<file path="config.mk">
export PLATFORM = sky130hd
export DESIGN_NAME = ide_pio_strobe_timer
export DESIGN_NICKNAME = d
export VERILOG_FILES = /design/src/rtl/ide_pio_pkg.sv /design/src/rtl/ide_pio_datapath.sv /design/src/rtl/ide_pio_control.sv /design/src/rtl/ide_pio_strobe_timer.sv
export SDC_FILE = /design/constraint.sdc
export NUM_CORES = 1
export LEC_CHECK = 0
export BUFFER_PORTS_ARGS = -buffer_cell sky130_fd_sc_hd__buf_4
export CELL_PAD_IN_SITES_DETAIL_PLACEMENT = 0
export CELL_PAD_IN_SITES_GLOBAL_PLACEMENT = 1
export CORE_MARGIN = 5
export CORE_UTILIZATION = 42
export DETAILED_ROUTE_END_ITERATION = 8
export HOLD_SLACK_MARGIN = 0.02
export PLACE_DENSITY_LB_ADDON = 0.3
export SYNTH_ARGS = -nofsm -noshare
export SYNTH_HDL_FRONTEND = slang
export SYNTH_HIERARCHICAL = 1
export SYNTH_SLANG_ARGS = --single-unit
</file>
<file path="constraint.sdc">
create_clock -name clk -period 3.2 [get_ports clk]
set_input_delay 0.48 -clock clk [delete_from_list [all_inputs] [get_ports clk]]
set_output_delay 0.48 -clock clk [all_outputs]
set_load 0.005 [all_outputs]
</file>
<file path="src/rtl/ide_pio_pkg.sv">
package ide_pio_pkg;
  localparam int CNT_W = 5;

  typedef enum logic [1:0] {
    ST_IDLE   = 2'd0,
    ST_ACTIVE = 2'd1,
    ST_RECOV  = 2'd2,
    ST_DONE   = 2'd3
  } pioState_t;

  typedef struct packed {
    logic capture;    // snapshot timing and load active count
    logic loadRecov;  // load recovery count
    logic countDown;  // decrement phase counter
  } ctrlStrobes_t;

  function automatic logic [CNT_W-1:0] decodeActive(input logic dual, input logic slow,
                                                    input logic [3:0] f);
    if (dual)      return CNT_W'(17) - {1'b0, f};
    else if (slow) return CNT_W'(9) - {2'b00, f[2:0]};
    else           return CNT_W'(8) - {2'b00, f[2:0]};
  endfunction

  function automatic logic [CNT_W-1:0] decodeRecov(input logic dual, input logic slow,
                                                   input logic [3:0] f);
    if (dual)      return (f >= 4'd14) ? CNT_W'(2) : CNT_W'(15) - {1'b0, f};
    else if (slow) return CNT_W'(15) - {1'b0, f};
    else           return CNT_W'(18) - {1'b0, f};
  endfunction
endpackage

</file>
<file path="src/rtl/ide_pio_datapath.sv">
module ide_pio_datapath
  import ide_pio_pkg::*;
#(
  parameter bit       DUAL_CHANNEL = 1'b1,
  parameter int       DATA_W       = 8,
  parameter logic [3:0] ID_CODE    = 4'b1010
) (
  input  logic              clk,
  input  logic              rstN,
  input  logic              busSlow,
  input  logic [1:0]        regAddr,
  input  logic              regWrEn,
  input  logic [DATA_W-1:0] regWrData,
  output logic [DATA_W-1:0] regRdData,
  input  logic              reqChannel,
  input  logic              reqDrive,
  input  ctrlStrobes_t      strobes,
  output logic              cntZero,
  output logic              recovZero
);
  localparam logic [DATA_W-1:0] TIMER_RST = DUAL_CHANNEL ? DATA_W'(8'h00) : DATA_W'(8'h08);
  localparam logic [DATA_W-1:0] CTRL_RST  = DATA_W'(8'h0F);

  logic [DATA_W-1:0] timer1, timer2, control, cfgByte, selTimer;
  logic [CNT_W-1:0]  phaseCnt, recSnap, decA, decR;

  always_ff @(posedge clk) begin
    if (!rstN)                          timer1 <= TIMER_RST;
    else if (regWrEn && regAddr == 2'd0) timer1 <= regWrData;
  end

  generate
    if (DUAL_CHANNEL) begin : g_dual
      always_ff @(posedge clk) begin
        if (!rstN) begin
          timer2  <= TIMER_RST;
          control <= CTRL_RST;
        end else if (regWrEn) begin
          if (regAddr == 2'd2) timer2  <= regWrData;
          if (regAddr == 2'd3) control <= regWrData;
        end
      end
      assign selTimer = control[0] ? (reqDrive ? timer2 : timer1)
                                   : (reqChannel ? timer2 : timer1);
    end else begin : g_single
      assign timer2   = '0;
      assign control  = '0;
      assign selTimer = timer1;
    end
  endgenerate

  assign cfgByte = {ID_CODE, DUAL_CHANNEL, busSlow, 2'b00};

  always_comb begin
    unique case (regAddr)
      2'd0:    regRdData = timer1;
      2'd1:    regRdData = cfgByte;
      2'd2:    regRdData = timer2;
      default: regRdData = control;
    endcase
  end

  assign decA = decodeActive(DUAL_CHANNEL, busSlow, selTimer[3:0]);
  assign decR = decodeRecov(DUAL_CHANNEL, busSlow, selTimer[7:4]);

  always_ff @(posedge clk) begin
    if (!rstN) begin
      phaseCnt <= '0;
      recSnap  <= '0;
    end else if (strobes.capture) begin
      phaseCnt <= decA - CNT_W'(1);
      recSnap  <= decR;
    end else if (strobes.loadRecov) begin
      phaseCnt <= recSnap - CNT_W'(1);
    end else if (strobes.countDown) begin
      phaseCnt <= phaseCnt - CNT_W'(1);
    end
  end

  assign cntZero   = (phaseCnt == '0);
  assign recovZero = (recSnap == '0);

  // a timer write outside capture leaves the running recovery snapshot alone
  a_r9_snapshot_hold: assert property (@(posedge clk) disable iff (!rstN)
    (regWrEn && !strobes.capture) |=> $stable(recSnap));

  // loading recovery never happens with a zero count
  a_r7_recov_nonzero: assert property (@(posedge clk) disable iff (!rstN)
    strobes.loadRecov |-> !recovZero);
endmodule

</file>
<file path="src/rtl/ide_pio_control.sv">
module ide_pio_control
  import ide_pio_pkg::*;
(
  input  logic         clk,
  input  logic         rstN,
  input  logic         reqValid,
  input  logic         reqWrite,
  input  logic         cntZero,
  input  logic         recovZero,
  output ctrlStrobes_t strobes,
  output logic         rdStrobe,
  output logic         wrStrobe,
  output logic         busy,
  output logic         done
);
  pioState_t state, nextState;
  logic      wrLatch;

  always_comb begin
    nextState = state;
    strobes   = '0;
    unique case (state)
      ST_IDLE: if (reqValid) begin
        strobes.capture = 1'b1;
        nextState       = ST_ACTIVE;
      end
      ST_ACTIVE: begin
        if (cntZero) begin
          if (recovZero) nextState = ST_DONE;
          else begin
            strobes.loadRecov = 1'b1;
            nextState         = ST_RECOV;
          end
        end else strobes.countDown = 1'b1;
      end
      ST_RECOV: begin
        if (cntZero) nextState = ST_DONE;
        else strobes.countDown = 1'b1;
      end
      default: nextState = ST_IDLE;
    endcase
  end

  always_ff @(posedge clk) begin
    if (!rstN) begin
      state   <= ST_IDLE;
      wrLatch <= 1'b0;
    end else begin
      state <= nextState;
      if (strobes.capture) wrLatch <= reqWrite;
    end
  end

  assign rdStrobe = (state == ST_ACTIVE) && !wrLatch;
  assign wrStrobe = (state == ST_ACTIVE) && wrLatch;
  assign busy     = (state != ST_IDLE);
  assign done     = (state == ST_DONE);

  // done lasts one cycle
  a_r7_done_single: assert property (@(posedge clk) disable iff (!rstN)
    done |=> !done);

  // the two strobes are never high together
  a_r7_strobe_exclusive: assert property (@(posedge clk) disable iff (!rstN)
    !(rdStrobe && wrStrobe));

  // a strobe that continues keeps its kind
  a_r8_kind_stable: assert property (@(posedge clk) disable iff (!rstN)
    (wrStrobe || rdStrobe) |=> ((wrStrobe || rdStrobe) -> $stable(wrStrobe)));

  // done never overlaps a strobe
  a_r7_done_quiet: assert property (@(posedge clk) disable iff (!rstN)
    done |-> !(rdStrobe || wrStrobe));
endmodule

</file>
<file path="src/rtl/ide_pio_strobe_timer.sv">
module ide_pio_strobe_timer
  import ide_pio_pkg::*;
#(
  parameter bit         DUAL_CHANNEL = 1'b1,
  parameter logic [3:0] DUAL_ID      = 4'b1010,
  parameter logic [3:0] SINGLE_ID    = 4'b1100
) (
  input  logic       clk,
  input  logic       rstN,
  input  logic       busSlow,
  input  logic [1:0] regAddr,
  input  logic       regWrEn,
  input  logic [7:0] regWrData,
  output logic [7:0] regRdData,
  input  logic       reqValid,
  input  logic       reqChannel,
  input  logic       reqDrive,
  input  logic       reqWrite,
  output logic       rdStrobe,
  output logic       wrStrobe,
  output logic       busy,
  output logic       done
);
  localparam logic [3:0] ID_CODE = DUAL_CHANNEL ? DUAL_ID : SINGLE_ID;

  ctrlStrobes_t strobes;
  logic         cntZero, recovZero;

  ide_pio_datapath #(.DUAL_CHANNEL(DUAL_CHANNEL), .DATA_W(8), .ID_CODE(ID_CODE)) u_dp (
    .clk(clk), .rstN(rstN), .busSlow(busSlow),
    .regAddr(regAddr), .regWrEn(regWrEn), .regWrData(regWrData), .regRdData(regRdData),
    .reqChannel(reqChannel), .reqDrive(reqDrive),
    .strobes(strobes), .cntZero(cntZero), .recovZero(recovZero)
  );

  ide_pio_control u_ctrl (
    .clk(clk), .rstN(rstN), .reqValid(reqValid), .reqWrite(reqWrite),
    .cntZero(cntZero), .recovZero(recovZero), .strobes(strobes),
    .rdStrobe(rdStrobe), .wrStrobe(wrStrobe), .busy(busy), .done(done)
  );
endmodule

</file>
==> impl_results.rst, run 1 <==
.. list-table::
   :header-rows: 1

   * - Metric
     - Value
   * - Area of the multi-input gates
     - about 1200 um^2
   * - Horizontal die dimension
     - around 78 um
   * - Number of global-route vias before repair
     - approximately 1600
   * - Placer congestion estimate
     - slightly above 0.8
   * - Pin count of the biggest net entering global routing
     - 26
   * - NumNets Final
     - around 280
   * - Type of element capturing the critical path
     - flip-flop
   * - Setup slack on the worst flop-to-flop path
     - ~0.33 ns
   * - Critical setup path kind
     - reg -> reg
   * - Total number of vias
     - approximately 1700
   * - Number of remaining DRC errors
     - 0
   * - Placed instance count
     - 301
   * - Sequential cell area
     - between 700 and 800 um^2
   * - Non-Filler Cell Area, Final
     - around 2300 um^2
   * - Post-Layout Cell Count
     - 309
   * - Last element of the critical path
     - u_dp/phaseCnt[2]$_SDFFE_PN0P_
   * - H-tree levels
     - 2
   * - Final min period
     - approximately 2.9 ns
   * - Data required time at the worst endpoint
     - 3.32 ns
   * - Primary FF master, synth
     - sky130_fd_sc_hd__dfxtp_1
   * - Fraction of final layout cells sized beyond drive strength 1
     - 0.192
   * - Fraction of power consumed by sequential logic
     - 0.385
   * - Layout Utilization
     - 0.496
   * - Core region area
     - 4630 um^2
   * - Synthesized netlist cell count
     - between 200 and 250
   * - Post-synth EDFFs
     - 0
   * - Total setup violations reported at the end of the flow
     - 0
   * - Max VDD drop
     - 0.000296 V
   * - Nets in the synthesized netlist
     - between 200 and 300
   * - Total of fill cells in the finished design
     - 492
   * - Insertion delay to the later sink of the worst-skew pair
     - ~0.27 ns
   * - Area of the mapped netlist
     - 1970 um^2
   * - Cell accounting for the most synthesized area
     - sky130_fd_sc_hd__dfxtp_1
   * - Number of primary I/O pins
     - 30
   * - Global router's overall resource usage
     - 0.152
   * - CTS tree
     - built
   * - Count of max-cap constraint violations
     - 0
   * - Async SR Flop Fraction
     - 0
   * - Portion of synthesized cell area occupied by the leading cell type
     - 0.366
   * - Buffers on Ports
     - 29
   * - Final antenna diode count
     - 0
   * - Cell area after placement
     - ~2200 um^2
   * - Avg Synthesized Cell Area
     - about 8.6 um^2
   * - Power per unit of standard cell area
     - between 600 and 700 nW/um^2
   * - Count of state elements after synthesis
     - 36
   * - First element of the critical path
     - u_dp/phaseCnt[0]$_SDFFE_PN0P_
   * - Launch point of the worst reg-to-reg path
     - u_dp/phaseCnt[0]$_SDFFE_PN0P_
   * - Switching power share of the total
     - 0.351
   * - RSZ-0062 raised after global routing
     - false
   * - Number of unique standard cell types used by synthesis
     - 45
   * - Number of buffers between clock root and the deepest sink
     - 2
   * - Root buffer selected by CTS
     - sky130_fd_sc_hd__clkbuf_8
   * - Sum of net half-perimeters after detailed placement
     - ~3300 um
   * - Layout Area Growth over Synthesis
     - 16.6%
   * - Comb power frac
     - 0.396
   * - Total CTS buffers
     - 5
   * - Via-to-Cell Ratio
     - roughly 5.3
   * - Worst-case clock skew
     - 0.00655 ns
   * - Final-report max-slew violation count
     - 0
   * - Number of placement rows
     - 25
   * - Leakage power summed over all cells
     - between 0.0009 and 0.001 uW
   * - Worst slew pin tran
     - 0.792 ns
   * - Post-DRT Antenna Nets
     - 0
   * - Arrival time reported for the critical path endpoint
     - around 3.0 ns
   * - Class of the most critical hold timing path
     - in -> reg
   * - Depth of the most critical reg-to-reg path
     - 9
   * - Cell types with the largest area share after synthesis
     - sky130_fd_sc_hd__dfxtp_1 37%, sky130_fd_sc_hd__mux2i_1 12%, sky130_fd_sc_hd__nand2_1 8.0%
   * - Wire length of the first global-routing pass
     - approximately 7500 um
   * - Category of the worst setup path launch point
     - flip-flop
   * - Initial antenna violation count
     - 0
   * - CP Max Fanout
     - 9
   * - Total length of routed wires
     - 4540 um
   * - Average wire per standard cell
     - approximately 15 um
   * - Reported net switching power
     - between 500 and 600 uW
   * - Part of the Yosys area used for sequential elements
     - 0.366
   * - Violation count after the first detailed-route iteration
     - 55
   * - Part of the total power dissipated in the clock network
     - 0.219
   * - Setup TNS after final layout
     - 0 ns
   * - Number of endpoints with negative hold slack in the final report
     - 0
   * - Warning count from the yosys run
     - 6
   * - Commonest non-fill, non-tap cell in the layout
     - sky130_fd_sc_hd__nand2_1
   * - Vert. Die Dim
     - roughly 80 um
   * - Run status
     - complete, no violations
   * - Most used cells in the layout excluding fill and tap cells
     - 42 x sky130_fd_sc_hd__nand2_1, 36 x sky130_fd_sc_hd__dfxtp_1, 30 x sky130_fd_sc_hd__buf_4
   * - Leftover overflow at the end of global routing
     - 0
   * - Area of the die
     - about 6000 um^2
   * - Final critical-path share of the clock period
     - 0.898
   * - Clock transition at path regs
     - 0.07 ns
   * - Internal portion of total power
     - slightly below 1000 uW
   * - Worst reg2reg endpoint
     - u_dp/phaseCnt[2]$_SDFFE_PN0P_
   * - Initial Utilization
     - 0.425
   * - Fmax
     - about 350 MHz
   * - Headroom to the max-slew limit
     - 0.471
   * - First-pass iteration count of the detailed router
     - 4
   * - Clock tree sinks
     - 36
==> sequential cells by signal (all words and copies together), names as in the netlist <==
name            count
u_dp/timer1         8
u_dp/control        8
u_ctrl/state        2
u_dp/recSnap        4
u_dp/phaseCnt       5
u_ctrl/wrLatch      1
u_dp/timer2         8
==> worst max-delay path, stage by stage, from the launching register on <==
cell and delay (ns):
sky130_fd_sc_hd__dfxtp_1 0.34, sky130_fd_sc_hd__or4_1 0.55, sky130_fd_sc_hd__nor2_1 0.21, sky130_fd_sc_hd__and3b_2 0.33
sky130_fd_sc_hd__mux2i_1 0.27, sky130_fd_sc_hd__ha_1 0.26, sky130_fd_sc_hd__nand2_1 0.09, sky130_fd_sc_hd__and3b_1 0.17
sky130_fd_sc_hd__a2111oi_0 0.42, sky130_fd_sc_hd__a211oi_1 0.09
==> logic make-up after synthesis <==
family,after synthesis,share of synthesized area
multiplexers,30,0.163
AND/OR/NAND/NOR,91,0.219
adder cells (fa/ha/maj),7,0.0445
XOR/XNOR,5,0.0222
AO/OA/AOI/OAI,44,0.147
flip-flops,36,0.366
buffers and inverters,16,0.0388
==> power by group through the flow <==
stage	logic (uW)	registers (uW)	clock network, uW
after global routing	675	591	364
after detailed placement	600	592	0
after floorplan	463	573	0
after CTS	602	581	344
after global placement	593	589	0
final	597	581	331
==> worst min path at each step <==
stage                     slack [ns]  cells past startpoint                      endpoint                         start
after floorplan                 0.43                      2  u_dp/control[6]$_SDFFE_PN0P_  u_dp/control[6]$_SDFFE_PN0P_
after global placement          0.44                      2  u_dp/control[6]$_SDFFE_PN0P_  u_dp/control[6]$_SDFFE_PN0P_
after detailed placement        0.45                      2  u_dp/control[6]$_SDFFE_PN0P_  u_dp/control[6]$_SDFFE_PN0P_
after CTS                       0.42                      3  u_dp/control[1]$_SDFFE_PN1P_                  regWrData[1]
after global routing            0.44                      3  u_dp/control[3]$_SDFFE_PN1P_                  regWrData[3]
final                           0.43                      3  u_dp/control[1]$_SDFFE_PN1P_                  regWrData[1]
==> per-layer routing <==
| metal | routed length, um | vias to the layer above | track usage | part of all wire |
|---|---|---|---|---|
| met5 | 0 | - | 0 | 0 |
| met4 | 35 | 0 | 0.0367 | 0.0077 |
| met3 | 160 | 4 | 0.0298 | 0.035 |
| met2 | 2150 | 27 | 0.256 | 0.47 |
| met1 | 2190 | 761 | 0.201 | 0.48 |
| li1 | - | 860 | - | - |
==> metrics by stage <==
stage / total power, uW / setup WS [ns] / hold WS [ns]
after floorplan: 1040 / 0.627 / 0.433
after global placement: 1180 / 0.362 / 0.443
after detailed placement: 1190 / 0.235 / 0.445
after CTS: 1530 / 0.230 / 0.420
after global routing: 1630 / 0.0431 / 0.442
final: 1510 / 0.328 / 0.426
==> cells in the mapped netlist (3+ instances only) <==
master                     count
sky130_fd_sc_hd__a22o_1        4
sky130_fd_sc_hd__o211ai_1      3
sky130_fd_sc_hd__xnor2_1       4
sky130_fd_sc_hd__nor3_1        7
sky130_fd_sc_hd__nor2_1       16
sky130_fd_sc_hd__clkbuf_1      6
sky130_fd_sc_hd__inv_1         3
sky130_fd_sc_hd__dfxtp_1      36
sky130_fd_sc_hd__nand3_1       7
sky130_fd_sc_hd__buf_2         4
sky130_fd_sc_hd__a21oi_1      21
sky130_fd_sc_hd__nor2b_1       4
sky130_fd_sc_hd__mux2i_1      24
sky130_fd_sc_hd__nand3b_1      3
sky130_fd_sc_hd__ha_1          7
sky130_fd_sc_hd__nand2_1      42
sky130_fd_sc_hd__o21ai_0       3
==> final cells by class <==
class,instances,share of cell area
inverter,4,0.00654
sequential,36,0.314
tap,54,0.0294
clock buffer,7,0.0376
clock inverter,1,0.00327
multi-input combinational,177,0.511
timing repair buffer,30,0.0981
==> what timing repair did <==
action / CTS / global route
buffers inserted: 0 / 0
hold buffers: 0 / 0
setup endpoints to repair: 0 / 1
gates resized for setup: 0 / 1
Note: power is estimated with default switching activity, not from simulation.
==> run 2, diff against run 1 <==
--- a/config.mk
+++ b/config.mk
@@ -8,11 +8,11 @@
 export BUFFER_PORTS_ARGS = -buffer_cell sky130_fd_sc_hd__buf_4
 export CELL_PAD_IN_SITES_DETAIL_PLACEMENT = 0
 export CELL_PAD_IN_SITES_GLOBAL_PLACEMENT = 1
-export CORE_MARGIN = 5
 export CORE_UTILIZATION = 42
 export DETAILED_ROUTE_END_ITERATION = 8
 export HOLD_SLACK_MARGIN = 0.02
 export PLACE_DENSITY_LB_ADDON = 0.3
+export RECOVER_POWER = 50
 export SYNTH_ARGS = -nofsm -noshare
 export SYNTH_HDL_FRONTEND = slang
 export SYNTH_HIERARCHICAL = 1
==> run 2 against run 1 <==
  * The run now ends with design-rule violations left
  * Cell count down 0.32%
  * Sequential cell count unchanged
  * Critical path type unchanged
  * First-iteration DRC count down 3.6%
==> impl_results.rst, run 2 (synthesized netlist as in run 1, its figures left out) <==
.. list-table::
   :header-rows: 1

   * - Metric
     - Value
   * - Pin count of the biggest net entering global routing
     - 26 (unchanged)
   * - Crit path max-delay family
     - simple AND/OR/NAND/NOR gates
   * - Post-CTS setup buffer count
     - 0 (unchanged)
   * - Final critical-path share of the clock period
     - 0.867 (-0.0307)
   * - Sum of net half-perimeters after detailed placement
     - 3140 um (-4.8%)
   * - Leftover overflow at the end of global routing
     - 0 (unchanged)
   * - Total setup violations reported at the end of the flow
     - 0 (unchanged)
   * - Final setup margin
     - 0.426 ns (+0.0983 ns)
   * - Core region area
     - 4440 um^2 (-4.0%)
   * - Insertion delay to the later sink of the worst-skew pair
     - 0.29 ns (+0.02 ns)
   * - Final antenna diode count
     - 0 (unchanged)
   * - Area of the multi-input gates
     - 1170 um^2 (-0.11%)
   * - Area of the die
     - 4970 um^2 (-19%)
   * - Total Power
     - 1580 uW (+4.6%)
   * - Violations in the final reports
     - design-rule violations
   * - Commonest non-fill, non-tap cell in the layout
     - sky130_fd_sc_hd__nand2_1
   * - Sequential cell area
     - 721 um^2 (unchanged)
   * - Global router's overall resource usage
     - 0.201 (+0.0488)
   * - Clock tree sinks
     - 36 (unchanged)
   * - Buffers on Ports
     - 29 (unchanged)
   * - Final-report max-slew violation count
     - 0 (unchanged)
   * - Type of element capturing the critical path
     - flip-flop
   * - Horizontal die dimension
     - 70.5 um (-10%)
   * - Average wire per standard cell
     - 14.7 um (about the same)
   * - H-tree levels
     - 2 (unchanged)
   * - CTS tree
     - built
   * - Post-CTS resize count
     - 0 (unchanged)
   * - Total number of vias
     - 1662 (+0.61%)
   * - Number of remaining DRC errors
     - 2 (+2)
   * - Category of the worst setup path launch point
     - flip-flop
   * - Layout Area Growth over Synthesis
     - 17.3%
   * - Largest registers
     - u_dp/control: 8 flops, u_dp/timer1: 8 flops, u_dp/timer2: 8 flops
   * - First-pass iteration count of the detailed router
     - 7 (+3)
   * - Worst-case setup slack after placement
     - 0.424 ns (+0.189 ns)
   * - Class of the most critical hold timing path
     - in -> reg
   * - Critical setup path kind
     - reg -> reg
   * - Number of primary I/O pins
     - 30 (unchanged)
   * - Arrival time reported for the critical path endpoint
     - 2.90 ns (-0.10 ns)
   * - Data required time at the worst endpoint
     - 3.33 ns (about the same)
   * - Headroom to the max-slew limit
     - 0.445 (-0.0261)
   * - Total length of routed wires
     - 4520 um (-0.40%)
   * - Number of buffers between clock root and the deepest sink
     - 2 (unchanged)
   * - CP Max Fanout
     - 4 (-5)
   * - Most used cells in the layout excluding fill and tap cells
     - 42 x sky130_fd_sc_hd__nand2_1, 36 x sky130_fd_sc_hd__dfxtp_1, 30 x sky130_fd_sc_hd__buf_4
   * - Slowest-stage cell, CP
     - sky130_fd_sc_hd__or4_1
   * - Total of fill cells in the finished design
     - 467 (-5.1%)
   * - Buffers and inverters on the worst path
     - 0 (unchanged)
   * - Final min period
     - 2.77 ns (-0.0983 ns)
   * - Initial Utilization
     - 0.443 (+0.0177)
   * - Root buffer selected by CTS
     - sky130_fd_sc_hd__clkbuf_8
   * - Clock transition at path regs
     - 0.07 ns (about the same)
   * - Layout Utilization
     - 0.520 (+0.0238)
   * - Via-to-Cell Ratio
     - 5.40 (+0.93%)
   * - RSZ-0062 raised after global routing
     - false
   * - Cell area after placement
     - 2210 um^2 (+0.23%)
   * - Wire length of the first global-routing pass
     - 7710 um (+2.4%)
   * - Post-DRT Antenna Nets
     - 0 (unchanged)
   * - Number of placement rows
     - 24 (-4.0%)
   * - Total CTS buffers
     - 5 (unchanged)
   * - Worst slew pin tran
     - 0.832 ns (+0.0401 ns)
   * - Initial antenna violation count
     - 0 (unchanged)
   * - Count of max-cap constraint violations
     - 0 (unchanged)
   * - Setup TNS after final layout
     - 0 ns (unchanged)
   * - Hold_buf cts
     - 0 (unchanged)
   * - Vert. Die Dim
     - 70.5 um (-10%)
   * - Fmax
     - 360 MHz (+3.5%)
   * - Fraction of final layout cells sized beyond drive strength 1
     - 0.188 (-0.00466)
   * - Number of global-route vias before repair
     - 1590 (-0.93%)
   * - NumNets Final
     - 280 (+0.36%)
   * - Worst-case clock skew
     - 0.00533 ns (-0.00122 ns)
   * - Cell type with the highest occurrence count on the critical path
     - sky130_fd_sc_hd__and3b_1
   * - Cells along the critical path
     - or4_1, nor2_1, and3b_1, mux2i_1, ha_1, nand2_1, and3b_1, a2111oi_0, a211oi_1
   * - Placer congestion estimate
     - 0.798 (-1.4%)
   * - Violation count after the first detailed-route iteration
     - 53 (-3.6%)
   * - Leakage power summed over all cells
     - 0.00100 uW (+1.2%)
   * - Biggest cell delay along the critical path
     - 0.55 ns (about the same)
   * - Number of endpoints with negative hold slack in the final report
     - 0 (unchanged)
   * - Power per unit of standard cell area
     - 683 nW/um^2 (+4.0%)
   * - Max VDD drop
     - 0.000228 V (-23%)
   * - Non-Filler Cell Area, Final
     - 2310 um^2 (+0.60%)
   * - Run status
     - complete, but fails checks
run 2: changes by cell type in the layout (fill, tap and decap cells not counted), sizes merged:
cell	change
clkinv	+1
bufinv	+1
clkinvlp	-1
run 2: final timing paths:
path              depth (start not counted)                     startpoint  slack (ns)                       endpoint
setup / recovery                          9  u_dp/phaseCnt[0]$_SDFFE_PN0P_        0.43  u_dp/phaseCnt[2]$_SDFFE_PN0P_
hold / removal                            3                   regWrData[1]        0.42   u_dp/control[1]$_SDFFE_PN1P_
setup reg to reg                          9  u_dp/phaseCnt[0]$_SDFFE_PN0P_        0.43  u_dp/phaseCnt[2]$_SDFFE_PN0P_
hold reg to reg                           2   u_dp/control[5]$_SDFFE_PN0P_        0.46   u_dp/control[5]$_SDFFE_PN0P_
run 2: metal layers:
layer / vias up / track usage / routed length (um)
li1: 860 / - / -
met1: 772 / 0.269 / 2200
met2: 28 / 0.316 / 2120
met3: 2 / 0.0563 / 175
met4: 0 / 0.0544 / 29
met5: - / 0 / 0
run 2: through the flow:
step                      cells  hold slack, ns
final                       308           0.421
after global routing        308           0.415
after CTS                   308           0.413
after detailed placement    300           0.448
after global placement      300           0.444
after floorplan             229           0.433
run 2: layout make-up:
type / instances / area share
clock buffer: 6 / 0.0314
clock inverter: 2 / 0.0152
inverter: 4 / 0.00650
multi-input combinational: 177 / 0.508
sequential: 36 / 0.312
tap: 52 / 0.0282
timing repair buffer: 31 / 0.0991
run 2: power breakdown:
part	switching, uW	total [uW]	internal [uW]
Sequential	70.5	584	514
Clock	163	394	231
Combinational	306	600	294
Total	539	1580	1040
run 2: worst register-to-register path, cell delays in order, from the launching register on:
cell and delay (ns):
sky130_fd_sc_hd__dfxtp_1 0.34, sky130_fd_sc_hd__or4_1 0.55, sky130_fd_sc_hd__nor2_1 0.22, sky130_fd_sc_hd__and3b_1 0.27, sky130_fd_sc_hd__mux2i_1 0.24, sky130_fd_sc_hd__ha_1 0.27, sky130_fd_sc_hd__nand2_1 0.09, sky130_fd_sc_hd__and3b_1 0.16
sky130_fd_sc_hd__a2111oi_0 0.38, sky130_fd_sc_hd__a211oi_1 0.10
==> run 3, diff against run 2 <==
--- a/config.mk
+++ b/config.mk
@@ -12,7 +12,6 @@
 export DETAILED_ROUTE_END_ITERATION = 8
 export HOLD_SLACK_MARGIN = 0.02
 export PLACE_DENSITY_LB_ADDON = 0.3
-export RECOVER_POWER = 50
 export SYNTH_ARGS = -nofsm -noshare
 export SYNTH_HDL_FRONTEND = slang
 export SYNTH_HIERARCHICAL = 1
==> run 3 against run 2 <==
  * The run still ends with design-rule violations left
  * Critical path depth did not move
  * Clock skew barely moved
  * Combinational power barely moved
  * Sequential share of layout area fell by 0.051 points
  * Sequential cell count did not move
  * Via count barely moved
  * Clock power barely moved
  * Cell count did not move
  * Non-clock buffer count did not move
  * Fmax barely moved
  * Largest cell class unchanged
  * Largest power group unchanged
==> impl_results.rst, run 3 (synthesized netlist as in run 1, its figures left out) <==
.. list-table::
   :header-rows: 1

   * - Metric
     - Value
   * - Run status
     - complete, but fails checks
   * - Violations in the final reports
     - design-rule violations
   * - Final setup margin
     - 0.426 ns (-0.000153 ns)
   * - Initial Utilization
     - 0.443 (unchanged)
   * - Worst slew pin tran
     - 0.831 ns (-0.00161 ns)
   * - Hold_buf cts
     - 0 (unchanged)
   * - Pin count of the biggest net entering global routing
     - 26 (unchanged)
   * - Fmax
     - 360 MHz (about the same)
   * - NumNets Final
     - 280 (unchanged)
   * - Wire length of the first global-routing pass
     - 7710 um (unchanged)
   * - Initial antenna violation count
     - 0 (unchanged)
   * - Final min period
     - 2.77 ns (+0.000153 ns)
   * - Via-to-Cell Ratio
     - 5.40 (about the same)
   * - Clock transition at path regs
     - 0.07 ns (about the same)
   * - Final-report max-slew violation count
     - 0 (unchanged)
   * - Reported net switching power
     - 539 uW (about the same)
   * - Sum of net half-perimeters after detailed placement
     - 3140 um (unchanged)
   * - Arrival time reported for the critical path endpoint
     - 2.90 ns (about the same)
   * - Core region area
     - 4440 um^2 (unchanged)
   * - Commonest non-fill, non-tap cell in the layout
     - sky130_fd_sc_hd__nand2_1
   * - Number of global-route vias before repair
     - 1590 (unchanged)
   * - Violation count after the first detailed-route iteration
     - 53 (unchanged)
   * - Leakage power summed over all cells
     - 0.00101 uW (+0.45%)
   * - Part of the total power dissipated in the clock network
     - 0.249 (about the same)
   * - Total length of routed wires
     - 4520 um (about the same)
   * - Number of endpoints with negative hold slack in the final report
     - 0 (unchanged)
   * - Most used cells in the layout excluding fill and tap cells
     - 42 x sky130_fd_sc_hd__nand2_1, 36 x sky130_fd_sc_hd__dfxtp_1, 31 x sky130_fd_sc_hd__buf_4
   * - Post-CTS setup buffer count
     - 0 (unchanged)
   * - Switching power share of the total
     - 0.342 (about the same)
   * - Placed instance count
     - 300 (unchanged)
   * - Slowest-stage cell, CP
     - sky130_fd_sc_hd__or4_1
   * - Worst-case clock skew
     - 0.00528 ns (-0.0000461 ns)
   * - Average wire per standard cell
     - 14.7 um (about the same)
   * - Total CTS buffers
     - 5 (unchanged)
   * - Post-DRT Antenna Nets
     - 0 (unchanged)
   * - Fraction of power consumed by sequential logic
     - 0.370 (about the same)
   * - Worst Hold Margin
     - 0.421 ns (-0.0000870 ns)
   * - Crit path max-delay family
     - simple AND/OR/NAND/NOR gates
   * - Post-CTS resize count
     - 0 (unchanged)
   * - Number of primary I/O pins
     - 30 (unchanged)
   * - Area of the die
     - 4970 um^2 (unchanged)
   * - Headroom to the max-slew limit
     - 0.446 (+0.000461)
   * - Post-Layout Cell Count
     - 308 (unchanged)
   * - Category of the worst setup path launch point
     - flip-flop
   * - CP Max Fanout
     - 4 (unchanged)
   * - Buffers and inverters on the worst path
     - 0 (unchanged)
   * - Total Power
     - 1580 uW (about the same)
   * - Final antenna diode count
     - 0 (unchanged)
   * - Count of max-cap constraint violations
     - 0 (unchanged)
   * - Comb power frac
     - 0.380 (about the same)
   * - Largest registers
     - u_dp/control: 8 flops, u_dp/timer1: 8 flops, u_dp/timer2: 8 flops
   * - Power per unit of standard cell area
     - 682 nW/um^2 (-0.13%)
   * - Number of buffers between clock root and the deepest sink
     - 2 (unchanged)
   * - Class of the most critical hold timing path
     - in -> reg
   * - CTS tree
     - built
   * - RSZ-0062 raised after global routing
     - false
   * - Data required time at the worst endpoint
     - 3.33 ns (about the same)
   * - H-tree levels
     - 2 (unchanged)
   * - Horizontal die dimension
     - 70.5 um (unchanged)
   * - Buffers on Ports
     - 29 (unchanged)
   * - Fraction of final layout cells sized beyond drive strength 1
     - 0.191 (+0.00391)
   * - Biggest cell delay along the critical path
     - 0.55 ns (about the same)
   * - Total number of vias
     - 1663 (+0.060%)
   * - Internal portion of total power
     - 1040 uW (about the same)
   * - Root buffer selected by CTS
     - sky130_fd_sc_hd__clkbuf_8
   * - Critical setup path kind
     - reg -> reg
   * - Final critical-path share of the clock period
     - 0.867 (about the same)
   * - Cells along the critical path
     - or4_1, nor2_1, and3b_1, mux2i_1, ha_1, nand2_1, and3b_1, a2111oi_0, a211oi_1
   * - Worst-case setup slack after placement
     - 0.424 ns (unchanged)
   * - Clock tree sinks
     - 36 (unchanged)
   * - Max VDD drop
     - 0.000228 V (about the same)
   * - Setup TNS after final layout
     - 0 ns (unchanged)
   * - Leftover overflow at the end of global routing
     - 0 (unchanged)
   * - First-pass iteration count of the detailed router
     - 7 (unchanged)
   * - Insertion delay to the later sink of the worst-skew pair
     - 0.29 ns (about the same)
   * - Total setup violations reported at the end of the flow
     - 0 (unchanged)
   * - Number of remaining DRC errors
     - 2 (unchanged)
   * - Number of placement rows
     - 24 (unchanged)
   * - Layout Area Growth over Synthesis
     - 17.5%
   * - Type of element capturing the critical path
     - flip-flop
   * - Placer congestion estimate
     - 0.798 (unchanged)
   * - Global router's overall resource usage
     - 0.201 (unchanged)
   * - Vert. Die Dim
     - 70.5 um (unchanged)
   * - Cell type with the highest occurrence count on the critical path
     - sky130_fd_sc_hd__and3b_1
==> run 3: changes by cell type in the layout (fill, tap and decap cells not counted) <==
cell,delta
sky130_fd_sc_hd__clkbuf_1,-1
sky130_fd_sc_hd__and2_1,+1
sky130_fd_sc_hd__buf_4,+1
sky130_fd_sc_hd__and2_0,-1
==> run 3: final timing paths <==
kind | endpoint | cells after the start | start | slack, ns
max | u_dp/phaseCnt[2]$_SDFFE_PN0P_ | 9 | u_dp/phaseCnt[0]$_SDFFE_PN0P_ | 0.43
min reg2reg | u_dp/control[5]$_SDFFE_PN0P_ | 2 | u_dp/control[5]$_SDFFE_PN0P_ | 0.46
max reg2reg | u_dp/phaseCnt[2]$_SDFFE_PN0P_ | 9 | u_dp/phaseCnt[0]$_SDFFE_PN0P_ | 0.43
min | u_dp/control[1]$_SDFFE_PN1P_ | 3 | regWrData[1] | 0.42
==> run 3: final cells by class <==
type | instances | area, um^2
Inverter | 4 | 15.0
Clock inverter | 2 | 35.0
Timing Repair Buffer | 31 | 233
Sequential cell | 36 | 721
Tap cell | 52 | 65.1
Multi-Input combinational cell | 177 | 1170
Fill cell | 465 | 2130
Clock buffer | 6 | 72.6
==> run 3: through the flow <==
step	instance area [um^2]	utilization
after floorplan	1970	-
after global placement	2210	0.496
after detailed placement	2210	0.496
after CTS	2310	0.521
after global routing	2310	0.521
final	2310	0.521
==> run 3: power groups by stage <==
| stage | registers (uW) | clock network [uW] | logic [uW] |
|---|---|---|---|
| global route | 593 | 422 | 679 |
| CTS | 582 | 404 | 607 |
| detailed placement | 593 | 0 | 605 |
| finish | 584 | 394 | 600 |
| global placement | 589 | 0 | 601 |
| floorplan | 573 | 0 | 463 |
==> run 3: worst min-delay path, cell delays in order <==
cell and delay, ns:
sky130_fd_sc_hd__buf_4 0.09, sky130_fd_sc_hd__nand2_1 0.04, sky130_fd_sc_hd__nand3_1 0.06
==> run 3: routing by layer <==
layer,wire (um),global-route usage,up-vias
li1,-,-,859
met4,29,0.0544,0
met3,170,0.0563,2
met2,2120,0.316,27
met5,0,0,-
met1,2200,0.269,775
